**src/rtl/blank_gen_pkg.sv**
```systemverilog
package blank_gen_pkg;
   localparam int HS_W = 10;
   localparam int HE_W = 8;
   localparam int VS_W = 10;
   localparam int VE_W = 8;

   localparam logic [2:0] RA_HS_LO = 3'd0;
   localparam logic [2:0] RA_HS_HI = 3'd1;
   localparam logic [2:0] RA_HE    = 3'd2;
   localparam logic [2:0] RA_VS_LO = 3'd3;
   localparam logic [2:0] RA_VS_HI = 3'd4;
   localparam logic [2:0] RA_VE    = 3'd5;

   typedef struct packed {
      logic [HS_W-1:0] hs;
      logic [HE_W-1:0] he;
      logic [VS_W-1:0] vs;
      logic [VE_W-1:0] ve;
   } blank_cfg_t;
endpackage

```
**src/rtl/blank_regs.sv**
```systemverilog
module blank_regs
   import blank_gen_pkg::*;
#(
   parameter blank_cfg_t RST_CFG = '0
) (
   input  logic       clk,
   input  logic       rst_n,
   input  logic       wr_en,
   input  logic [2:0] wr_addr,
   input  logic [7:0] wr_data,
   input  logic       load,
   output blank_cfg_t shadow,
   output blank_cfg_t active
);
   always_ff @(posedge clk) begin
      if (!rst_n) begin
         shadow <= RST_CFG;
      end else if (wr_en) begin
         case (wr_addr)
            RA_HS_LO: shadow.hs[7:0] <= wr_data;
            RA_HS_HI: shadow.hs[9:8] <= wr_data[1:0];
            RA_HE:    shadow.he      <= wr_data;
            RA_VS_LO: shadow.vs[7:0] <= wr_data;
            RA_VS_HI: shadow.vs[9:8] <= wr_data[1:0];
            RA_VE:    shadow.ve      <= wr_data;
            default:  ;
         endcase
      end
   end

   // live copy only moves at a field boundary
   always_ff @(posedge clk) begin
      if (!rst_n)    active <= RST_CFG;
      else if (load) active <= shadow;
   end
endmodule

```
**src/rtl/blank_hcount.sv**
```systemverilog
module blank_hcount #(
   parameter int PIX_W    = 11,
   parameter int SYNC_DLY = 3
) (
   input  logic             clk,
   input  logic             rst_n,
   input  logic             ce,
   input  logic             sync_in,
   input  logic [9:0]       hs,
   input  logic [7:0]       he,
   output logic             tip_dly,
   output logic [PIX_W-1:0] pix_cnt,
   output logic             h_blank
);
   localparam int CW = PIX_W - 1;
   localparam logic [PIX_W-1:0] PMAX = '1;

   logic hold_q;
   logic s_match, e_match;
   wire  unused_hs_lsb = hs[0];

   generate
      if (SYNC_DLY == 0) begin : g_nodly
         assign tip_dly = sync_in;
      end else begin : g_dly
         logic [SYNC_DLY-1:0] sr;
         always_ff @(posedge clk) begin
            if (!rst_n)  sr <= '0;
            else if (ce) sr <= (sr << 1) | SYNC_DLY'(sync_in);
         end
         assign tip_dly = sr[SYNC_DLY-1];
      end
   endgenerate

   // two-pixel resolution: bit 0 takes no part in either compare
   assign s_match = (pix_cnt[PIX_W-1:1] == CW'(hs[9:1]));
   assign e_match = (pix_cnt[PIX_W-1:1] == CW'(he));
   assign h_blank = s_match | (hold_q & ~e_match);

   always_ff @(posedge clk) begin
      if (!rst_n) begin
         pix_cnt <= '0;
         hold_q  <= 1'b0;
      end else if (ce) begin
         hold_q <= h_blank;
         if (tip_dly)              pix_cnt <= '0;
         else if (pix_cnt != PMAX) pix_cnt <= pix_cnt + 1'b1;
      end
   end
endmodule

```
**src/rtl/blank_vcount.sv**
```systemverilog
module blank_vcount #(
   parameter int LINE_W = 10
) (
   input  logic              clk,
   input  logic              rst_n,
   input  logic              ce,
   input  logic              tip_dly,
   input  logic              field_in,
   input  logic [9:0]        vs_shd,
   input  logic [7:0]        ve_shd,
   input  logic [9:0]        vs_act,
   input  logic [7:0]        ve_act,
   output logic              field_start,
   output logic [LINE_W-1:0] line_cnt,
   output logic              v_inact
);
   localparam logic [LINE_W-1:0] LMAX = '1;

   logic              field_q;
   logic              bound;
   logic [LINE_W-1:0] nline;
   logic [9:0]        vs_eff;
   logic [7:0]        ve_eff;

   assign bound       = ce & tip_dly;
   assign field_start = bound & (field_in != field_q);
   assign vs_eff      = field_start ? vs_shd : vs_act;
   assign ve_eff      = field_start ? ve_shd : ve_act;

   always_comb begin
      if (field_start)          nline = LINE_W'(1);
      else if (line_cnt != LMAX) nline = line_cnt + 1'b1;
      else                      nline = line_cnt;
   end

   always_ff @(posedge clk) begin
      if (!rst_n) begin
         field_q  <= 1'b0;
         line_cnt <= '0;
         v_inact  <= 1'b1;
      end else if (bound) begin
         field_q  <= field_in;
         line_cnt <= nline;
         v_inact  <= (nline >= LINE_W'(vs_eff)) || (nline < LINE_W'(ve_eff));
      end
   end
endmodule

```
**src/rtl/blank_gen.sv**
```systemverilog
module blank_gen
   import blank_gen_pkg::*;
#(
   parameter int PIX_W    = 11,
   parameter int LINE_W   = 10,
   parameter int SYNC_DLY = 3,
   parameter int DEF_HS   = 850,
   parameter int DEF_HE   = 64,
   parameter int DEF_VS   = 262,
   parameter int DEF_VE   = 20
) (
   input  logic              clk,
   input  logic              rst_n,
   input  logic              pix_ce,
   input  logic              sync_mark,
   input  logic              field_id,
   input  logic              reg_we,
   input  logic [2:0]        reg_addr,
   input  logic [7:0]        reg_wdata,
   output logic              blank,
   output logic [PIX_W-1:0]  pix_count,
   output logic [LINE_W-1:0] line_count
);
   localparam blank_cfg_t RST_CFG = '{hs: HS_W'(DEF_HS), he: HE_W'(DEF_HE),
                                      vs: VS_W'(DEF_VS), ve: VE_W'(DEF_VE)};

   generate
      if (PIX_W < 10)   begin : g_bad_pw  $error("PIX_W must be at least 10"); end
      if (LINE_W < 10)  begin : g_bad_lw  $error("LINE_W must be at least 10"); end
      if (SYNC_DLY < 0) begin : g_bad_dly $error("SYNC_DLY must not be negative"); end
   endgenerate

   blank_cfg_t cfg_shd, cfg_act;
   logic       tip_dly, field_start, v_inact, h_blank;

   blank_regs #(.RST_CFG(RST_CFG)) regs_i (
      .clk(clk), .rst_n(rst_n), .wr_en(reg_we), .wr_addr(reg_addr),
      .wr_data(reg_wdata), .load(field_start), .shadow(cfg_shd), .active(cfg_act)
   );

   blank_hcount #(.PIX_W(PIX_W), .SYNC_DLY(SYNC_DLY)) hcnt_i (
      .clk(clk), .rst_n(rst_n), .ce(pix_ce), .sync_in(sync_mark),
      .hs(cfg_act.hs), .he(cfg_act.he), .tip_dly(tip_dly),
      .pix_cnt(pix_count), .h_blank(h_blank)
   );

   blank_vcount #(.LINE_W(LINE_W)) vcnt_i (
      .clk(clk), .rst_n(rst_n), .ce(pix_ce), .tip_dly(tip_dly), .field_in(field_id),
      .vs_shd(cfg_shd.vs), .ve_shd(cfg_shd.ve), .vs_act(cfg_act.vs), .ve_act(cfg_act.ve),
      .field_start(field_start), .line_cnt(line_count), .v_inact(v_inact)
   );

   assign blank = v_inact | h_blank;
endmodule

```
**config.mk**
```make
export PLATFORM = sky130hd
export DESIGN_NAME = blank_gen
export DESIGN_NICKNAME = d
export VERILOG_FILES = /design/src/rtl/blank_gen_pkg.sv /design/src/rtl/blank_regs.sv /design/src/rtl/blank_hcount.sv /design/src/rtl/blank_vcount.sv /design/src/rtl/blank_gen.sv
export SDC_FILE = /design/constraint.sdc
export NUM_CORES = 1
export LEC_CHECK = 0
export BUFFER_PORTS_ARGS = -buffer_cell sky130_fd_sc_hd__buf_2
export CAP_MARGIN = 5
export CORE_MARGIN = 3
export CORE_UTILIZATION = 38
export DETAILED_ROUTE_END_ITERATION = 8
export GPL_ROUTABILITY_DRIVEN = 0
export HOLD_SLACK_MARGIN = 0.03
export PLACE_DENSITY = 0.6
export SYNTH_ARGS = -nofsm -noshare
export SYNTH_HDL_FRONTEND = slang
export SYNTH_SLANG_ARGS = --single-unit
export TNS_END_PERCENT = 100
```
**constraint.sdc**
```tcl
create_clock -name clk -period 4 [get_ports clk]
set_clock_uncertainty 0.15 [all_clocks]
set_input_delay 0.2 -clock clk [delete_from_list [all_inputs] [get_ports clk]]
set_output_delay 0.2 -clock clk [all_outputs]
set_load 0.005 [all_outputs]
```
==> run_results.csv, run 1 <==
group,metric,value,unit
pwr,power_leakage,2.21,nW
detailed_routing,drtAntennaViolNets,0,
pwr,peakVddDrop,0.000196,V
min_path,hold_path_class,"primary input to register",
timing,setup_viol,0,
timing,relSlewSlack,0.457,
detailed_routing,routed_wl,10500,um
die,die_area,0.0136,mm2
clock_network,cts_tree,"yes",
synthesis,synthFlopType,"dfxtp_1",
pwr,power,1.97,mW
critical_path,crit_required,4.10,ns
synthesis,synth_cell_types,45,
critical_path,cp.arrival,3.48,ns
global_routing,overflow,0,
flow_run,drv_cap,0,
final_layout,finalNonFillerCells,720,
critical_path,path_max_fanout,29,
clock_network,cts_resized,0,
synthesis,ys_async_sr_fraction,0,
synthesis,synth_fp_nets,577,
synthesis,netlist_instances,541,
timing,tns,0,ns
global_routing,grt_pass1_vias,3495,
critical_path,crit_family,"buffers and inverters",
detailed_routing,drt-initial-drc-count,293,
timing,rsz0062_at_grt,"no",
clock_network,root_buffer,"clkbuf_16",
timing,worstMarginPinSlew,0.808,ns
detailed_routing,routed_via_density,5.09,
timing,fin_crit_sh,0.844,
critical_path,crit_path_cell_trace,"dlygate4sd3_1 -> buf_2 -> xnor2_1 -> nand2b_1 -> buf_12 -> mux2i_1 -> ha_1 -> o21ai_0 -> o21bai_1 -> a21o_1 -> a211o_1 -> o32ai_2",
die,start_util,0.398,
synthesis,synth_edf_count,0,
placement,dp.cells,694,
clock_network,clock_latency,0.34,ns
synthesis,seq_area_frac_synth,0.419,
outcome,status,"finished clean",
timing,fmax,296,MHz
detailed_routing,routedWlPerCell,14.6,um
die,fp.dieW,116,um
clock_network,htree_num_levels,3,
pwr,powerDensity,371,mW/mm2
final_layout,area_delta_synth_final,14.3,%
detailed_routing,dr.pass1.iters,4,
final_layout,fin_nets,608,
die,io_pins,39,
clock_network,post_cts_buffers,0,
critical_path,worst-setup-path-type,"primary input to register",
global_routing,grtUsageTotal,0.166,
placement,io_buffers,38,
detailed_routing,drc,0,
global_routing,grt_max_degree,83,
critical_path,end_kind,"register",
synthesis,synth_area,0.00464,mm2
timing,slew_violations,0,
timing,min_period,3.38,ns
clock_network,clockBufferDepth,2,
critical_path,path_buf_inv,3,
clock_network,cts.sinks,97,
critical_path,slowest_stage,"nand2b_1",
global_routing,grt_pass1_wl,17700,um
placement,dpl.hpwl,7670,um
synthesis,ys_seq_elements,97,
final_layout,antenna_cells,0,
clock_network,cts_made_buffers,9,
synthesis,synth_warnings,0,
global_routing,antenna_found_initial,0,
die,core-area,0.0117,mm2
die,die_h,116,um
synthesis,syn_area_per_cell,8.58,um2
final_layout,drive_gt1_frac,0.113,
die,rows,39,
clock_network,clk_pin_slew,0.07,ns
critical_path,slowest_delay,0.55,ns
timing,hold_violations,0,
critical_path,cp-start-kind,"primary input",
detailed_routing,vias,3662,
## metrics by stage
| stage | utilization | worst slack, ns | area, um2 | hold WS [ns] |
|---|---|---|---|---|
| 6_report | 0.455 | 0.623 | 5300 | 0.104 |
| 5_1_grt | 0.455 | 0.492 | 5300 | 0.117 |
| 4_1_cts | 0.455 | 0.647 | 5300 | 0.0911 |
| 3_5_place_dp | 0.420 | 0.860 | 4900 | 0.312 |
| 3_3_place_gp | 0.420 | 0.956 | 4900 | 0.305 |
| 2_1_floorplan | - | 1.09 | 4640 | 0.174 |
## path summary, 6_finish.rpt
| path | startpoint | to | slack (ns) | cells after the start |
|---|---|---|---|---|
| worst max-delay path | field_id | vcnt_i.v_inact$_SDFFE_PN1P_ | 0.62 | 12 |
| worst min-delay path | pix_ce | hcnt_i.hold_q$_SDFFE_PN0P_ | 0.10 | 3 |
| worst max register to register | vcnt_i.line_cnt[0]$_SDFFE_PN0P_ | vcnt_i.v_inact$_SDFFE_PN1P_ | 0.80 | 12 |
| worst min register to register | regs_i.active[0]$_SDFFE_PN0N_ | regs_i.active[0]$_SDFFE_PN0N_ | 0.32 | 2 |
## sequential cells by signal, summed over array words and instances, names as in the netlist
signal / count
regs_i.active: 35
regs_i.shadow: 35
hcnt_i.pix_cnt: 11
vcnt_i.line_cnt: 10
hcnt_i.g_dly.sr: 3
hcnt_i.hold_q: 1
vcnt_i.field_q: 1
vcnt_i.v_inact: 1
## layer usage
metal,vias up,share of wire,GRT usage
li1,1916,-,-
met1,1669,0.51,0.238
met2,73,0.45,0.250
met3,4,0.032,0.0337
met4,0,0.0075,0.0518
met5,-,0,0
## synthesized netlist by cell type, types with 3 or more instances
library cell / n / share of area
mux2i_1: 31 / 0.067
a21o_1: 3 / 0.0049
xor2_1: 20 / 0.038
a21boi_0: 32 / 0.052
nand2b_1: 6 / 0.0081
a21oi_1: 12 / 0.013
inv_1: 4 / 0.0032
nor2b_1: 21 / 0.028
nor3_1: 10 / 0.011
nand4_1: 9 / 0.012
o21ai_0: 15 / 0.016
buf_4: 6 / 0.0097
nand2_1: 118 / 0.095
or2_2: 3 / 0.0040
dfxtp_1: 97 / 0.42
nand3_1: 24 / 0.026
nor2_1: 30 / 0.024
and2_1: 4 / 0.0054
clkbuf_1: 17 / 0.014
a211oi_1: 4 / 0.0065
buf_2: 7 / 0.0076
o21bai_1: 3 / 0.0049
and4_1: 3 / 0.0057
nor4_1: 4 / 0.0054
xnor2_1: 12 / 0.023
ha_1: 19 / 0.051
a31oi_1: 7 / 0.0094
## cell families (layout without fill, tap and decap cells)
logic type	Yosys count	after routing	share of synthesized area
AO/OA/AOI/OAI	87	87	0.128
XOR/XNOR	32	32	0.0604
adder cells (fa/ha/maj)	19	19	0.0512
buffers and inverters	35	71	0.0351
flip-flops	97	97	0.419
multiplexers	31	31	0.0669
AND/OR/NAND/NOR	240	240	0.240
## report_power, final
part	switching (mW)	leakage [nW]	internal (mW)
clock	0.378	0.149	0.511
sequential	0.0110	0.784	0.978
combinational	0.0486	1.27	0.0395
## final cells by class
type / count / area [um2]
clock buffers: 12 / 246
clock inverters: 4 / 58.8
fillers: 1119 / 6360
inverters: 4 / 15.0
multi-input cells: 409 / 2540
flip-flops and latches: 97 / 1940
well taps: 143 / 179
repair buffers: 51 / 325
## worst min-delay path: stages
cell,delay [ns]
buf_2,0.17
nand4_1,0.09
a21boi_0,0.08
## timing repair
item | CTS | global route
endpoints found under the setup margin | 0 | 0
hold buffers | 10 | 0
hold endpoints to repair | 25 | 0
## placed cells by master (no fill, tap or decap), types with 19 or more instances in the layout
cell and n:
buf_2 38, nand3_1 24, xor2_1 20, mux2i_1 31
nand2_1 118, ha_1 19, dfxtp_1 97, nor2_1 29
nor2b_1 21, a21boi_0 32
Note: power is estimated with default switching activity, not from simulation.
==> run 2, diff against run 1 <==
ABC_AREA = 1   (was unset)
PLACE_DENSITY = 0.62   (was 0.6)
clock period = 3.1 ns   (was 4 ns; I/O delays follow)
==> run 2 against run 1 <==
Net effect:
- sequential cell count unchanged
- largest power group unchanged
- count of clock-buffer cells in the layout decreased by 1
- non-clock buffer count grew 3
- hold slack lost 0.054 ns
- area after synthesis is 3.5% lower
- power up 32%
- clock power rose by 28%
- cell count is 11% higher
- combinational power increased by 79%
- utilization rose by 0.065 points
- first-iteration DRC count shrank 0.68%
- critical endpoint unchanged
==> run_results.csv, run 2 <==
group,metric,value,unit
outcome,status,"finished clean",
min_path,holdPathEnd,"regs_i.shadow[24]$_SDFFE_PN1P_",
pwr,clkPwrFrac,0.441,
critical_path,slowest_stage,"dlygate4sd3_1",
detailed_routing,drtAntennaViolNets,0,
timing,fmax,365,MHz
detailed_routing,routed_via_density,4.94,
clock_network,cts.sinks,97,
placement,io_buffers,38,
placement,place_ws,0.404,ns
detailed_routing,routedWlPerCell,13.3,um
pwr,power_frac_seq,0.498,
final_layout,multi_input_area,0.00218,mm2
synthesis,synth_edf_count,0,
critical_path,reg2reg_slack,0.39,ns
clock_network,post_cts_buffers,0,
timing,tns,0,ns
die,rows,39,
timing,worstMarginPinSlew,0.568,ns
pwr,power_frac_comb,0.061,
clock_network,clock_latency,0.34,ns
critical_path,crit_path_cell_trace,"dlygate4sd3_1 -> buf_2 -> nand2_1 -> inv_2 -> nand3_2 -> buf_4 -> mux2i_1 -> ha_1 -> a21oi_1 -> o21a_1 -> o2111ai_1 -> nor2_1 -> nor2_1 -> nor2_1",
synthesis,synth_area,0.00448,mm2
final_layout,layout_commonest_cell,"nand2_1",
clock_network,cts_resized,0,
synthesis,syn_area_per_cell,7.42,um2
timing,hold_violations,0,
die,die_area,0.0131,mm2
clock_network,clockBufferDepth,2,
critical_path,path_max_fanout,16,
final_layout,fillers,1140,
synthesis,netlist_instances,603,
timing,min_period,2.74,ns
timing,rsz0062_at_grt,"no",
pwr,intPower,2.00,mW
final_layout,regArea,0.00194,mm2
critical_path,crit_required,3.24,ns
final_layout,area_delta_synth_final,16.7,%
global_routing,grt_pass1_wl,18500,um
pwr,power_leakage,2.48,nW
pwr,swShare,0.229,
synthesis,yosysMostFrequentCell,"nand2_1",
global_routing,antenna_found_initial,0,
min_path,hold_depth,4,
synthesis,synth_cell_types,37,
synthesis,yosysTopAreaCell,"dfxtp_1",
critical_path,slowest_delay,0.53,ns
detailed_routing,drt-initial-drc-count,291,
synthesis,synth_common_cells,"nand2_1 (115), dfxtp_1 (97), nor2_1 (95)",
placement,dpl.hpwl,7940,um
final_layout,drive_gt1_frac,0.116,
pwr,power,2.60,mW
timing,fin_ws,0.358,ns
final_layout,layout_common_cells,"nand2_1 (115), dfxtp_1 (97), nor2_1 (95)",
critical_path,cp-start-kind,"primary input",
pwr,powerDensity,497,mW/mm2
timing,fin_crit_sh,0.884,
critical_path,worst-setup-path-type,"primary input to register",
critical_path,cp.arrival,2.88,ns
clock_network,cts_made_buffers,9,
synthesis,synth_top_area_frac,0.434,
final_layout,antenna_cells,0,
synthesis,ys_seq_elements,97,
critical_path,r2r-start,"vcnt_i.line_cnt[1]$_SDFFE_PN0P_",
min_path,hp-start,"reg_addr[0]",
critical_path,end_kind,"register",
min_path,hold_path_class,"primary input to register",
global_routing,grt_max_degree,60,
synthesis,seq_area_frac_synth,0.434,
die,fp.dieW,115,um
timing,relSlewSlack,0.620,
critical_path,rr_worst_depth,17,
timing,setup_viol,0,
global_routing,grt_pass1_vias,3802,
synthesis,synth_warnings,0,
critical_path,r2r_end,"vcnt_i.v_inact$_SDFFE_PN1P_",
synthesis,ys_async_sr_fraction,0,
global_routing,overflow,0,
synthesis,synthFlopType,"dfxtp_1",
detailed_routing,drc,0,
final_layout,fin_nets,688,
global_routing,grtUsageTotal,0.175,
pwr,peakVddDrop,0.000245,V
final_layout,final_cell_area,0.00522,mm2
clock_network,cts_tree,"yes",
clock_network,htree_num_levels,3,
timing,slew_violations,0,
die,core-area,0.0115,mm2
detailed_routing,vias,3949,
flow_run,drv_cap,0,
synthesis,synth_fp_nets,639,
synthesis,synth_area_leaders,"dfxtp_1 (43%), nand2_1 (9.6%), nor2_1 (8.0%)",
die,io_pins,39,
placement,placed_area,0.00480,mm2
final_layout,largest_registers,"regs_i.active (35), regs_i.shadow (35), hcnt_i.pix_cnt (11)",
detailed_routing,dr.pass1.iters,5,
final_layout,final_core_util,0.455,
detailed_routing,routed_wl,10700,um
pwr,p_switching,0.596,mW
critical_path,cpMostUsedCell,"nor2_1",
clock_network,root_buffer,"clkbuf_16",
clock_network,clk_pin_slew,0.07,ns
die,die_h,115,um
die,start_util,0.390,
## run 2: cell count changes after synthesis, moves of 10 or more
cell and change:
mux2i_1 -15, o21ai_0 +32, a21oi_1 +19, inv_1 +65, nand3_1 +11, o22ai_1 +10
nor2b_1 -21, nor2_1 +65, a21boi_0 -32, xor2_1 -16
## run 2: logic make-up after synthesis
group           after synthesis  synth area share
xor+xnor                      8            0.0157
simple gates                274             0.263
flops                        97             0.434
mux                          16            0.0358
compound gates               99             0.120
fa+ha+maj                    19            0.0531
buf+inv                      90            0.0791
## run 2: power by group through the flow
| stage | clock [mW] | combinational (mW) | sequential (mW) |
|---|---|---|---|
| 2_1_floorplan | 0 | 0.0985 | 1.32 |
| 3_3_place_gp | 0 | 0.143 | 1.32 |
| 3_5_place_dp | 0 | 0.146 | 1.32 |
| 4_1_cts | 1.16 | 0.159 | 1.29 |
| 5_1_grt | 1.22 | 0.181 | 1.30 |
| 6_report | 1.14 | 0.158 | 1.29 |
## run 2: final cells by class
cell class	count	share of cell area
Clock buffer	11	0.0484
Clock inverter	4	0.00982
Inverter	74	0.0532
Multi-Input combinational cell	416	0.417
Sequential cell	97	0.372
Tap cell	143	0.0343
Timing Repair Buffer	54	0.0652
## run 2: worst max-delay path by stage
stage | end | slack [ns] | from | cells past startpoint
floorplan | vcnt_i.v_inact$_SDFFE_PN1P_ | 0.65 | vcnt_i.line_cnt[1]$_SDFFE_PN0P_ | 17
global placement | vcnt_i.v_inact$_SDFFE_PN1P_ | 0.55 | vcnt_i.line_cnt[1]$_SDFFE_PN0P_ | 19
detailed placement | vcnt_i.v_inact$_SDFFE_PN1P_ | 0.40 | vcnt_i.line_cnt[1]$_SDFFE_PN0P_ | 19
CTS | vcnt_i.v_inact$_SDFFE_PN1P_ | 0.36 | pix_ce | 16
global route | vcnt_i.v_inact$_SDFFE_PN1P_ | 0.05 | vcnt_i.line_cnt[1]$_SDFFE_PN0P_ | 19
finish | vcnt_i.v_inact$_SDFFE_PN1P_ | 0.36 | pix_ce | 14
## run 2: through the flow
stage | hold slack, ns | instances
2_1_floorplan | 0.131 | 603
3_3_place_gp | 0.231 | 772
3_5_place_dp | 0.252 | 772
4_1_cts | 0.0346 | 799
5_1_grt | 0.0916 | 799
6_report | 0.0496 | 799
## run 2: layer usage
metal / part of all wire / track usage / wire (um) / up-vias
li1: - / - / - / 2063
met1: 0.51 / 0.249 / 5460 / 1791
met2: 0.43 / 0.264 / 4590 / 77
met3: 0.035 / 0.0243 / 373 / 18
met4: 0.021 / 0.0728 / 224 / 0
met5: 0 / 0 / 0 / -
## run 2: worst max-delay path: cells and delay by family
kind	cells	cell delay [ns]
muxes	1	0.32
and+or+nand+nor	5	0.59
buffers and inverters	4	1.11
AOI/OAI and AO/OA	3	0.40
adders and majority gates	1	0.30
## run 2: what timing repair did
item / CTS / global route
hold endpoints to repair: 38 / 0
hold buffers: 12 / 0
setup endpoints to repair: 0 / 0
==> run 3, diff against run 2 <==
CELL_PAD_IN_SITES_DETAIL_PLACEMENT = 1   (was unset)
CELL_PAD_IN_SITES_GLOBAL_PLACEMENT = 1   (was unset)
PLACE_DENSITY = 0.78   (was 0.62)
==> run 3 against run 2 <==
Net effect:
- combinational power rose by 3%
- critical endpoint unchanged
- largest power group unchanged
- count of clock-buffer cells in the layout rose by 1
- via count up 3.7%
- cell count decreased by 0.25%
==> run_results.csv, run 3 (same netlist as run 2, synthesis figures left out) <==
group,metric,value,unit
final_layout,largest_registers,"regs_i.active (35), regs_i.shadow (35), hcnt_i.pix_cnt (11)",
die,io_pins,39,
clock_network,root_buffer,"clkbuf_16",
clock_network,clockBufferDepth,2,
global_routing,grtUsageTotal,0.193,
critical_path,cp.arrival,2.81,ns
critical_path,r2r-start,"vcnt_i.line_cnt[1]$_SDFFE_PN0P_",
clock_network,clock_latency,0.34,ns
placement,dpl.hpwl,8850,um
critical_path,crit_required,3.19,ns
die,start_util,0.390,
critical_path,crit_path_cell_trace,"ha_1 -> inv_1 -> nor2_2 -> nand2_2 -> nor2_4 -> nand2_4 -> nand4_2 -> inv_1 -> a21oi_1 -> or2_1 -> inv_1 -> ha_1 -> nand2_1 -> inv_1 -> nand4_1 -> nor2_1 -> nor2_1 -> nor2_1 -> nor2_1",
global_routing,antenna_found_initial,0,
detailed_routing,dr.pass1.iters,4,
pwr,power_leakage,2.48,nW
timing,hold_violations,0,
detailed_routing,routed_via_density,5.14,
critical_path,slowest_stage,"dfxtp_1",
timing,tns,0,ns
timing,relSlewSlack,0.585,
critical_path,slowest_delay,0.40,ns
critical_path,endpoint,"vcnt_i.v_inact$_SDFFE_PN1P_",
detailed_routing,routedWlPerCell,15.1,um
clock_network,cts_made_buffers,9,
timing,slew_violations,0,
final_layout,fin_nets,686,
final_layout,area_delta_synth_final,16.8,%
flow_run,drv_cap,0,
min_path,hp-start,"reg_addr[0]",
detailed_routing,drt-initial-drc-count,203,
detailed_routing,drtAntennaViolNets,0,
outcome,status,"finished clean",
clock_network,cts_tree,"yes",
final_layout,layout_commonest_cell,"nand2_1",
clock_network,clk_pin_slew,0.07,ns
global_routing,grt_pass1_wl,20200,um
timing,rsz0062_at_grt,"no",
critical_path,reg2reg_slack,0.38,ns
detailed_routing,drc,0,
global_routing,overflow,0,
die,die_area,0.0131,mm2
critical_path,cp-start-kind,"register",
die,rows,39,
critical_path,end_kind,"register",
timing,hold_ws,0.0461,ns
critical_path,worst-setup-path-type,"register to register",
clock_network,holdBufCountCts,11,
detailed_routing,vias,4094,
clock_network,cts_resized,0,
clock_network,cts.sinks,97,
die,core-area,0.0115,mm2
pwr,powerDensity,502,mW/mm2
final_layout,drive_gt1_frac,0.115,
timing,min_period,2.72,ns
die,die_h,115,um
die,fp.dieW,115,um
detailed_routing,routed_wl,12000,um
critical_path,cp-startpoint,"vcnt_i.line_cnt[1]$_SDFFE_PN0P_",
timing,fmax,367,MHz
critical_path,r2r_end,"vcnt_i.v_inact$_SDFFE_PN1P_",
global_routing,grt_max_degree,60,
final_layout,layout_common_cells,"nand2_1 (115), dfxtp_1 (97), nor2_1 (95)",
clock_network,htree_num_levels,3,
min_path,hold_path_class,"primary input to register",
final_layout,antenna_cells,0,
pwr,peakVddDrop,0.000227,V
timing,fin_crit_sh,0.878,
critical_path,path_max_fanout,5,
timing,setup_viol,0,
clock_network,post_cts_buffers,0,
timing,worstMarginPinSlew,0.621,ns
critical_path,rr_worst_depth,19,
global_routing,grt_pass1_vias,4172,
placement,io_buffers,38,
==> run 3: cell count changes in the layout (fill, tap and decap cells not counted), sizes merged <==
cell | before | now
buf | 42 | 41
clkbuf | 11 | 12
clkinvlp | 1 | 0
dlygate4sd3 | 12 | 11
==> run 3: cell type report <==
class | count | area [um2]
clock buffers | 12 | 267
clock inverters | 3 | 47.5
fillers | 1444 | 6240
inverters | 74 | 278
multi-input cells | 416 | 2180
flip-flops and latches | 97 | 1940
well taps | 143 | 179
repair buffers | 52 | 335
==> run 3: how the worst min path moves through the flow <==
stage                                      endpoint  cells past startpoint
finish               regs_i.shadow[24]$_SDFFE_PN1P_                      4
detailed placement  hcnt_i.g_dly.sr[0]$_SDFFE_PN0P_                      3
CTS                  regs_i.shadow[24]$_SDFFE_PN1P_                      4
global placement    hcnt_i.g_dly.sr[0]$_SDFFE_PN0P_                      3
global route         regs_i.shadow[24]$_SDFFE_PN1P_                      4
floorplan            regs_i.shadow[10]$_SDFFE_PN1P_                      2
==> run 3: power breakdown <==
group	internal [mW]	switching [mW]	leakage, nW
clock network	0.692	0.474	0.155
registers	1.28	0.0188	0.787
logic	0.0580	0.105	1.54
==> run 3: stage by stage <==
| step | cell area [um2] | util | std cells | worst slack (ns) | power (mW) |
|---|---|---|---|---|---|
| floorplan | 4480 | - | 603 | 0.651 | 1.42 |
| global placement | 4800 | 0.419 | 771 | 0.545 | 1.47 |
| detailed placement | 4800 | 0.419 | 771 | 0.380 | 1.47 |
| CTS | 5230 | 0.456 | 797 | 0.362 | 2.65 |
| global route | 5230 | 0.456 | 797 | 0.0617 | 2.72 |
| finish | 5230 | 0.456 | 797 | 0.378 | 2.62 |
==> run 3: per-layer routing <==
layer,up-vias,routed length [um],global-route usage
met5,-,0,0
met4,0,266,0.0784
met3,17,364,0.0243
met2,67,5560,0.314
met1,1950,5810,0.259
li1,2060,-,-
==> run 3: worst max-delay path, delay by kind of cell (launching register included) <==
family,cells,cell delay (ns)
AO/OA/AOI/OAI,1,0.11
adder cells (fa/ha/maj),2,0.49
buffers and inverters,4,0.24
flip-flops,1,0.40
AND/OR/NAND/NOR,12,1.22
